File: src/rtl/nand_ecc_pkg.sv
package nand_ecc_pkg;

  localparam logic [7:0] CMD_PROG = 8'h80;
  localparam logic [7:0] CMD_READ = 8'h00;
  localparam logic [7:0] CMD_CONF = 8'h30;

  typedef enum logic [2:0] {
    ST_IDLE,
    ST_ADDR,
    ST_CONF,
    ST_ACC,
    ST_CODE,
    ST_DONE
  } ecc_state_t;

  typedef struct packed {
    logic ok;
    logic corr;
    logic code_err;
    logic multi;
  } ecc_flags_t;

endpackage

File: src/rtl/ecc_seq.sv
module ecc_seq
  import nand_ecc_pkg::*;
#(
  parameter int MAIN_BYTES  = 256,
  parameter int ADDR_CYCLES = 5,
  parameter int CODE_BYTES  = 3,
  localparam int AW  = $clog2(MAIN_BYTES),
  localparam int ACW = $clog2(ADDR_CYCLES + 1),
  localparam int CIW = (CODE_BYTES > 1) ? $clog2(CODE_BYTES) : 1
) (
  input  logic           clk,
  input  logic           rst,
  input  logic           cmd_stb,
  input  logic           addr_stb,
  input  logic           data_stb,
  input  logic [7:0]     bus_byte,
  output logic           clr,
  output logic           acc_en,
  output logic [AW-1:0]  byte_idx,
  output logic           code_en,
  output logic [CIW-1:0] code_idx,
  output logic           check
);

  ecc_state_t     state;
  logic           is_rd;
  logic [ACW-1:0] acnt;
  logic [AW-1:0]  bcnt;
  logic [CIW-1:0] ccnt;

  assign clr      = cmd_stb && (bus_byte == CMD_PROG || bus_byte == CMD_READ);
  assign acc_en   = (state == ST_ACC) && data_stb && !clr;
  assign code_en  = (state == ST_CODE) && data_stb && !clr;
  assign byte_idx = bcnt;
  assign code_idx = ccnt;

  always_ff @(posedge clk) begin
    if (rst) begin
      state <= ST_IDLE;
      is_rd <= 1'b0;
      acnt  <= '0;
      bcnt  <= '0;
      ccnt  <= '0;
      check <= 1'b0;
    end else begin
      check <= 1'b0;
      if (clr) begin
        state <= ST_ADDR;
        is_rd <= (bus_byte == CMD_READ);
        acnt  <= '0;
        bcnt  <= '0;
        ccnt  <= '0;
      end else begin
        case (state)
          ST_ADDR: if (addr_stb) begin
            if (acnt == ACW'(ADDR_CYCLES - 1)) state <= is_rd ? ST_CONF : ST_ACC;
            else acnt <= acnt + 1'b1;
          end
          ST_CONF: if (cmd_stb && bus_byte == CMD_CONF) state <= ST_ACC;
          ST_ACC: if (data_stb) begin
            if (bcnt == AW'(MAIN_BYTES - 1)) begin
              state <= is_rd ? ST_CODE : ST_DONE;
              bcnt  <= '0;
            end else begin
              bcnt <= bcnt + 1'b1;
            end
          end
          ST_CODE: if (data_stb) begin
            if (ccnt == CIW'(CODE_BYTES - 1)) begin
              state <= ST_DONE;
              check <= 1'b1;
            end else begin
              ccnt <= ccnt + 1'b1;
            end
          end
          default: ;
        endcase
      end
    end
  end

  // accumulation is entered only right after an address or command strobe
  a_r3_enter_acc: assert property (@(posedge clk) disable iff (rst)
    (state == ST_ACC && $past(state) != ST_ACC) |-> $past(cmd_stb || addr_stb));

endmodule

File: src/rtl/ecc_accum.sv
module ecc_accum #(
  parameter int AW = 8,
  localparam int PW = AW + 3
) (
  input  logic          clk,
  input  logic          rst,
  input  logic          clr,
  input  logic          acc_en,
  input  logic [AW-1:0] byte_idx,
  input  logic [7:0]    data,
  output logic [PW-1:0] par,
  output logic [PW-1:0] npar
);

  logic [PW-1:0] par_c, npar_c;
  logic          row_x;

  assign row_x = ^data;

  // bit-index part of the position: fold the byte by bit-number masks
  for (genvar k = 0; k < 3; k++) begin : g_col
    logic [7:0] m1;
    for (genvar b = 0; b < 8; b++) begin : g_m
      assign m1[b] = ((b >> k) & 1) == 1;
    end
    assign par_c[k]  = ^(data & m1);
    assign npar_c[k] = ^(data & ~m1);
  end

  // byte-offset part of the position: whole-byte parity steered by offset bit
  for (genvar k = 3; k < PW; k++) begin : g_row
    assign par_c[k]  = byte_idx[k-3] ? row_x : 1'b0;
    assign npar_c[k] = byte_idx[k-3] ? 1'b0 : row_x;
  end

  always_ff @(posedge clk) begin
    if (rst || clr) begin
      par  <= '0;
      npar <= '0;
    end else if (acc_en) begin
      par  <= par ^ par_c;
      npar <= npar ^ npar_c;
    end
  end

  a_r5_code_frozen: assert property (@(posedge clk) disable iff (rst)
    (!acc_en && !clr) |=> ($stable(par) && $stable(npar)));

endmodule

File: src/rtl/ecc_classify.sv
module ecc_classify
  import nand_ecc_pkg::*;
#(
  parameter int AW = 8,
  parameter int CODE_BYTES = 3,
  localparam int PW = AW + 3,
  localparam int CW = 2 * PW,
  localparam int CIW = (CODE_BYTES > 1) ? $clog2(CODE_BYTES) : 1
) (
  input  logic           clk,
  input  logic           rst,
  input  logic           clr,
  input  logic           code_en,
  input  logic [CIW-1:0] code_idx,
  input  logic [7:0]     data,
  input  logic           check,
  input  logic [PW-1:0]  par,
  input  logic [PW-1:0]  npar,
  output logic           done,
  output ecc_flags_t     flags,
  output logic [AW-1:0]  err_byte,
  output logic [2:0]     err_bit
);

  logic [CW-1:0] stored;
  logic [CW-1:0] syn;
  logic [PW-1:0] syn_p, syn_n;
  logic          syn_zero, syn_single, pairs_split;

  always_ff @(posedge clk) begin
    if (rst || clr) begin
      stored <= '0;
    end else if (code_en) begin
      for (int j = 0; j < CODE_BYTES; j++) begin
        if (code_idx == CIW'(j)) begin
          for (int b = 0; b < 8; b++) begin
            if (j * 8 + b < CW) stored[j*8+b] <= data[b];
          end
        end
      end
    end
  end

  assign syn         = stored ^ {npar, par};
  assign syn_p       = syn[PW-1:0];
  assign syn_n       = syn[CW-1:PW];
  assign syn_zero    = (syn == '0);
  assign syn_single  = !syn_zero && ((syn & (syn - 1'b1)) == '0);
  assign pairs_split = &(syn_p ^ syn_n);

  always_ff @(posedge clk) begin
    if (rst || clr) begin
      done     <= 1'b0;
      flags    <= '0;
      err_byte <= '0;
      err_bit  <= '0;
    end else if (check) begin
      done           <= 1'b1;
      flags.ok       <= syn_zero;
      flags.code_err <= syn_single;
      flags.corr     <= pairs_split;
      flags.multi    <= !syn_zero && !syn_single && !pairs_split;
      err_byte       <= pairs_split ? syn_p[PW-1:3] : '0;
      err_bit        <= pairs_split ? syn_p[2:0] : '0;
    end
  end

  a_r7_one_outcome: assert property (@(posedge clk) disable iff (rst)
    $onehot0(flags));

  a_r7_done_has_outcome: assert property (@(posedge clk) disable iff (rst)
    done |-> (flags != '0));

  a_r11_clear_wins: assert property (@(posedge clk) disable iff (rst)
    clr |=> (!done && flags == '0));

  a_r12_result_hold: assert property (@(posedge clk) disable iff (rst)
    (done && !clr) |=> (done && $stable(flags) && $stable(err_byte) && $stable(err_bit)));

endmodule

File: src/rtl/nand_page_ecc.sv
module nand_page_ecc
  import nand_ecc_pkg::*;
#(
  parameter int MAIN_BYTES  = 256,
  parameter int ADDR_CYCLES = 5,
  localparam int AW  = $clog2(MAIN_BYTES),
  localparam int PW  = AW + 3,
  localparam int CB  = (2 * PW + 7) / 8,
  localparam int CIW = (CB > 1) ? $clog2(CB) : 1
) (
  input  logic          clk,
  input  logic          rst,
  input  logic          cmd_stb,
  input  logic          addr_stb,
  input  logic          data_stb,
  input  logic [7:0]    bus_byte,
  output logic [PW-1:0] par_o,
  output logic [PW-1:0] npar_o,
  output logic          done_o,
  output logic          ok_o,
  output logic          corr_o,
  output logic          code_err_o,
  output logic          multi_o,
  output logic [AW-1:0] err_byte_o,
  output logic [2:0]    err_bit_o
);

  logic           clr, acc_en, code_en, check;
  logic [AW-1:0]  byte_idx;
  logic [CIW-1:0] code_idx;
  ecc_flags_t     flags;

  ecc_seq #(.MAIN_BYTES(MAIN_BYTES), .ADDR_CYCLES(ADDR_CYCLES), .CODE_BYTES(CB)) u_seq (
    .clk(clk), .rst(rst), .cmd_stb(cmd_stb), .addr_stb(addr_stb), .data_stb(data_stb),
    .bus_byte(bus_byte), .clr(clr), .acc_en(acc_en), .byte_idx(byte_idx),
    .code_en(code_en), .code_idx(code_idx), .check(check)
  );

  ecc_accum #(.AW(AW)) u_acc (
    .clk(clk), .rst(rst), .clr(clr), .acc_en(acc_en), .byte_idx(byte_idx),
    .data(bus_byte), .par(par_o), .npar(npar_o)
  );

  ecc_classify #(.AW(AW), .CODE_BYTES(CB)) u_cls (
    .clk(clk), .rst(rst), .clr(clr), .code_en(code_en), .code_idx(code_idx),
    .data(bus_byte), .check(check), .par(par_o), .npar(npar_o),
    .done(done_o), .flags(flags), .err_byte(err_byte_o), .err_bit(err_bit_o)
  );

  assign ok_o       = flags.ok;
  assign corr_o     = flags.corr;
  assign code_err_o = flags.code_err;
  assign multi_o    = flags.multi;

endmodule

File: config.mk
export PLATFORM = sky130hd
export DESIGN_NAME = nand_page_ecc
export DESIGN_NICKNAME = d
export VERILOG_FILES = /design/src/rtl/nand_ecc_pkg.sv /design/src/rtl/ecc_seq.sv /design/src/rtl/ecc_accum.sv /design/src/rtl/ecc_classify.sv /design/src/rtl/nand_page_ecc.sv
export SDC_FILE = /design/constraint.sdc
export NUM_CORES = 1
export LEC_CHECK = 0
export ABC_AREA = 1
export BUFFER_PORTS_ARGS = -buffer_cell sky130_fd_sc_hd__buf_2
export CORE_AREA = 4 4 128 69
export CTS_BUF_LIST = sky130_fd_sc_hd__clkbuf_16
export CTS_CLUSTER_DIAMETER = 50
export DETAILED_ROUTE_END_ITERATION = 8
export DIE_AREA = 0 0 132 73
export PLACE_DENSITY = 0.79
export SETUP_SLACK_MARGIN = 0.5
export SYNTH_ARGS = -nofsm -noshare
export SYNTH_HDL_FRONTEND = slang
export SYNTH_SLANG_ARGS = --single-unit
File: constraint.sdc
create_clock -name clk -period 2.5 [get_ports clk]
set_clock_uncertainty 0.15 [all_clocks]
set_input_delay 0.25 -clock clk [delete_from_list [all_inputs] [get_ports clk]]
set_output_delay 0.25 -clock clk [all_outputs]
set_load 0.03 [all_outputs]
==> key figures <==
Worst setup path
  • Worst R2R Start: u_seq.state[2]
  • Crit path launch type: flip-flop
  • Max stage delay on crit path: 320 ps
  • RR Endpoint: u_acc.npar[3]
  • Flop2flop setup slack: approximately 430 ps
  • Crit path cell chain: inv_2, nand2_4, nor2_4, inv_4, nor2_8, inv_6, nor2_4, nand2_4, nand2_8, nand2_8, nor3_1, nor2_1
  • Critical Path End Type: flip-flop
  • R2R depth: 12
  • Kind of critical path: reg2reg
  • Critical Path Fanout Max: 16
  • Slowest stage cell, crit path: dfxtp_2
  • Worst path arrival time: 2150 ps
  • CP required: 2580 ps
  • Critical path buffers and inverters: 3
  • CP top delay family: simple AND/OR/NAND/NOR gates

Global routing
  • Vias in the first global route: 4,216
  • Largest net degree at the start of global routing: 30
  • First-pass GRT wire length: 21.10 mm
  • GR Overflow Total: 0
  • Total GRT Usage: 0.2802
  • Initial antenna violation count: 0

Finish
  • Final net count: 758
  • Layout cells sized above 1: 0.2754
  • Antenna diode count: 0
  • Area Overhead vs Synth: 26.27%
  • Most frequent cells in the layout: 173 x nand2_1, 84 x inv_1, 57 x dfxtp_1, 55 x a21oi_1, 50 x buf_2
  • Commonest non-fill, non-tap cell in the layout: nand2_1

Floorplan
  • Initial Util: 0.5752
  • Die area: 9636 sq um
  • Total I/O pin count: 51
  • Die width: 132 microns
  • Core area: between 7000 and 8000 sq um
  • Die H: around 73 microns
  • Row count: 23

STA
  • Tmin final: 2070 ps
  • Final critical-path share of the clock period: 0.8281
  • F_max: 483.1 MHz
  • Slew Viols, Final: 0
  • Final Hold Fails: 0
  • Actual slew at the worst max-slew pin: 497.6 ps
  • Slew HR: 0.6679
  • RSZ-0062 raised after global routing: true
  • Setup TNS: 0 ps
  • Slack of the critical path: 429.9 ps
  • Setup-failing EPs final: 0

Clocking
  • TritonCTS clock tree: built
  • CTS sink cnt: 78
  • Total number of H-tree levels: 3
  • Worst-path clk slew: 60 ps
  • Clock Path Buffers: 2
  • CTS Buf Count: 9
  • Worst-Skew Late Latency: approximately 340 ps
  • Root Buffer: clkbuf_16

Synth
  • Net Count, Synth: 693
  • Synthesized area: 4453 sq um
  • Synth warn: 0
  • Distinct cell type count of the synthesized netlist: 34
  • Syn_area_per_cell: 6.666 sq um
  • Register area share after synthesis: 0.3507
  • Synthesis-stage register bit count: 78
  • Mapped Cells: 668

Route
  • Average vias per placed instance: 5.651
  • DR pass1 iterations: 7
  • DR iter-0 viols: 498
  • Drt drc: 0
  • Routed WL: 14.29 mm
  • Avg WL per Cell: 17.08 microns
  • Final ANT Viol Nets: 0
  • Vias: 4,730

Placed design
  • Place WS: 70.27 ps
  • Post-DP HPWL: roughly 9.8 mm
  • Placer Congestion: 0.9572
  • PortBufs: 50

Hold path
  • Hold Path Class: in2reg
  • Hold Path Depth: 3
  • Hold_sp: data_stb
  • End of the worst hold path: u_seq.code_idx[0]

Flow run
  • Max-cap violations: 0

Power
  • Static leakage power: 2.583 nW
  • PwrDens: 652.9 nW/um^2
  • Peak supply drop: 0.0004342 V

Outcome
  • Outcome: finished, final reports clean
==> state kept, by name, indices dropped and copies added, names as in the netlist <==
register and cells:
u_acc.npar 11, u_seq.byte_idx 8, u_seq.is_rd 1, u_cls.done 1, u_seq.code_idx 2, u_cls.stored 22, u_cls.err_byte 8, u_seq.acnt 3
u_seq.check 1, u_seq.state 3, u_cls.err_bit 3, u_cls.flags 4, u_acc.par 11
==> cells by family after synthesis <==
family,Yosys count,synth area share
flip-flops,78,0.3507
AND/OR/NAND/NOR,324,0.3217
AO/OA/AOI/OAI,116,0.1343
adder cells (fa/ha/maj),12,0.03372
buffers and inverters,109,0.09834
XOR/XNOR,29,0.06125
==> stage by stage <==
step,cells,hold WS [ps],power (W),cell area [sq um],util
after floorplan,668,169.1,0.001983,4453,-
after global placement,808,298.2,0.002171,4790,0.6187
after detailed placement,808,302.1,0.002192,4790,0.6187
after CTS,825,95.82,0.003451,5152,0.6656
after global routing,837,128.8,0.003835,5623,0.7264
final,837,104.9,0.003671,5623,0.7264
==> worst min-delay path: stages <==
cell and delay, ps:
buf_2 110, nand2_1 120, a21oi_1 80
==> Yosys cell counts <==
cell      count  area [sq um]
nor3b_1       4         30.03
nor3_1       23         115.1
a21oi_1      56         280.3
nor4_4        1         21.27
nand3_1      24         120.1
nor4_1        2         12.51
a211oi_1      1         7.510
nor2_8        1         20.02
clkbuf_1      7         26.28
buf_6         2         22.52
xor2_1       12         105.1
xnor2_1      16         140.1
nor3b_2       7         87.58
inv_2         3         11.26
nand4_1       4         25.02
o21ai_1      11         55.05
o21ai_2       3         26.28
a31oi_1       1         6.260
buf_4         1         7.510
and3_1        1         6.260
ha_1         12         150.1
dfxtp_1      78          1562
o21bai_1      1         7.510
xnor2_4       1         27.53
inv_1        89         334.1
nor2_1       58         217.7
inv_4         1         6.260
nor2_4        2         22.52
nand2_1     193         724.4
o21ai_0      43         215.2
nand2_4       1         11.26
nor2_2        1         6.260
nand2_2       2         12.51
buf_2         6         30.03
==> timing repair <==
| action | 4_1_cts | 5_1_grt |
|---|---|---|
| pin swaps | 3 | 15 |
| gates cloned | 1 | 2 |
| endpoints found under the setup margin | 39 | 50 |
| buffers inserted | 0 | 10 |
| gates resized for setup | 17 | 114 |
| hold buffers | 1 | 0 |
| hold endpoints to repair | 2 | 0 |
==> layout make-up <==
class,instances,area (sq um)
Multi-Input combinational cell,483,2879
Fill cell,614,2118
Sequential cell,78,1588
Timing Repair Buffer,68,395.4
Inverter,93,356.6
Clock buffer,9,225.2
Tap cell,100,125.1
Clock inverter,6,53.80
==> per-layer routing <==
metal	track usage	vias up	wire (microns)
met2	0.4353	218	6440
met4	0.06636	0	171
li1	-	2268	-
met3	0.09229	28	1359
met5	0	-	0
met1	0.3813	2216	6320
==> worst max path at each step <==
stage | to | from | cells past startpoint | slack (ps)
floorplan | u_cls.flags[0] | u_acc.npar[1] | 13 | 580
global placement | u_cls.stored[8] | bus_byte[6] | 9 | 40
finish | u_acc.npar[3] | u_seq.state[2] | 12 | 430
detailed placement | u_cls.stored[10] | bus_byte[6] | 9 | 70
global route | u_cls.flags[0] | u_acc.par[2] | 14 | 310
CTS | u_cls.stored[1] | bus_byte[1] | 10 | 490
==> power by group <==
group	total, W	switching [W]	internal, W
Sequential	0.00136	0.0000523	0.00130
Clock	0.00126	0.000509	0.000755
Combinational	0.00105	0.000699	0.000351
(Power assumes the default switching activity.)
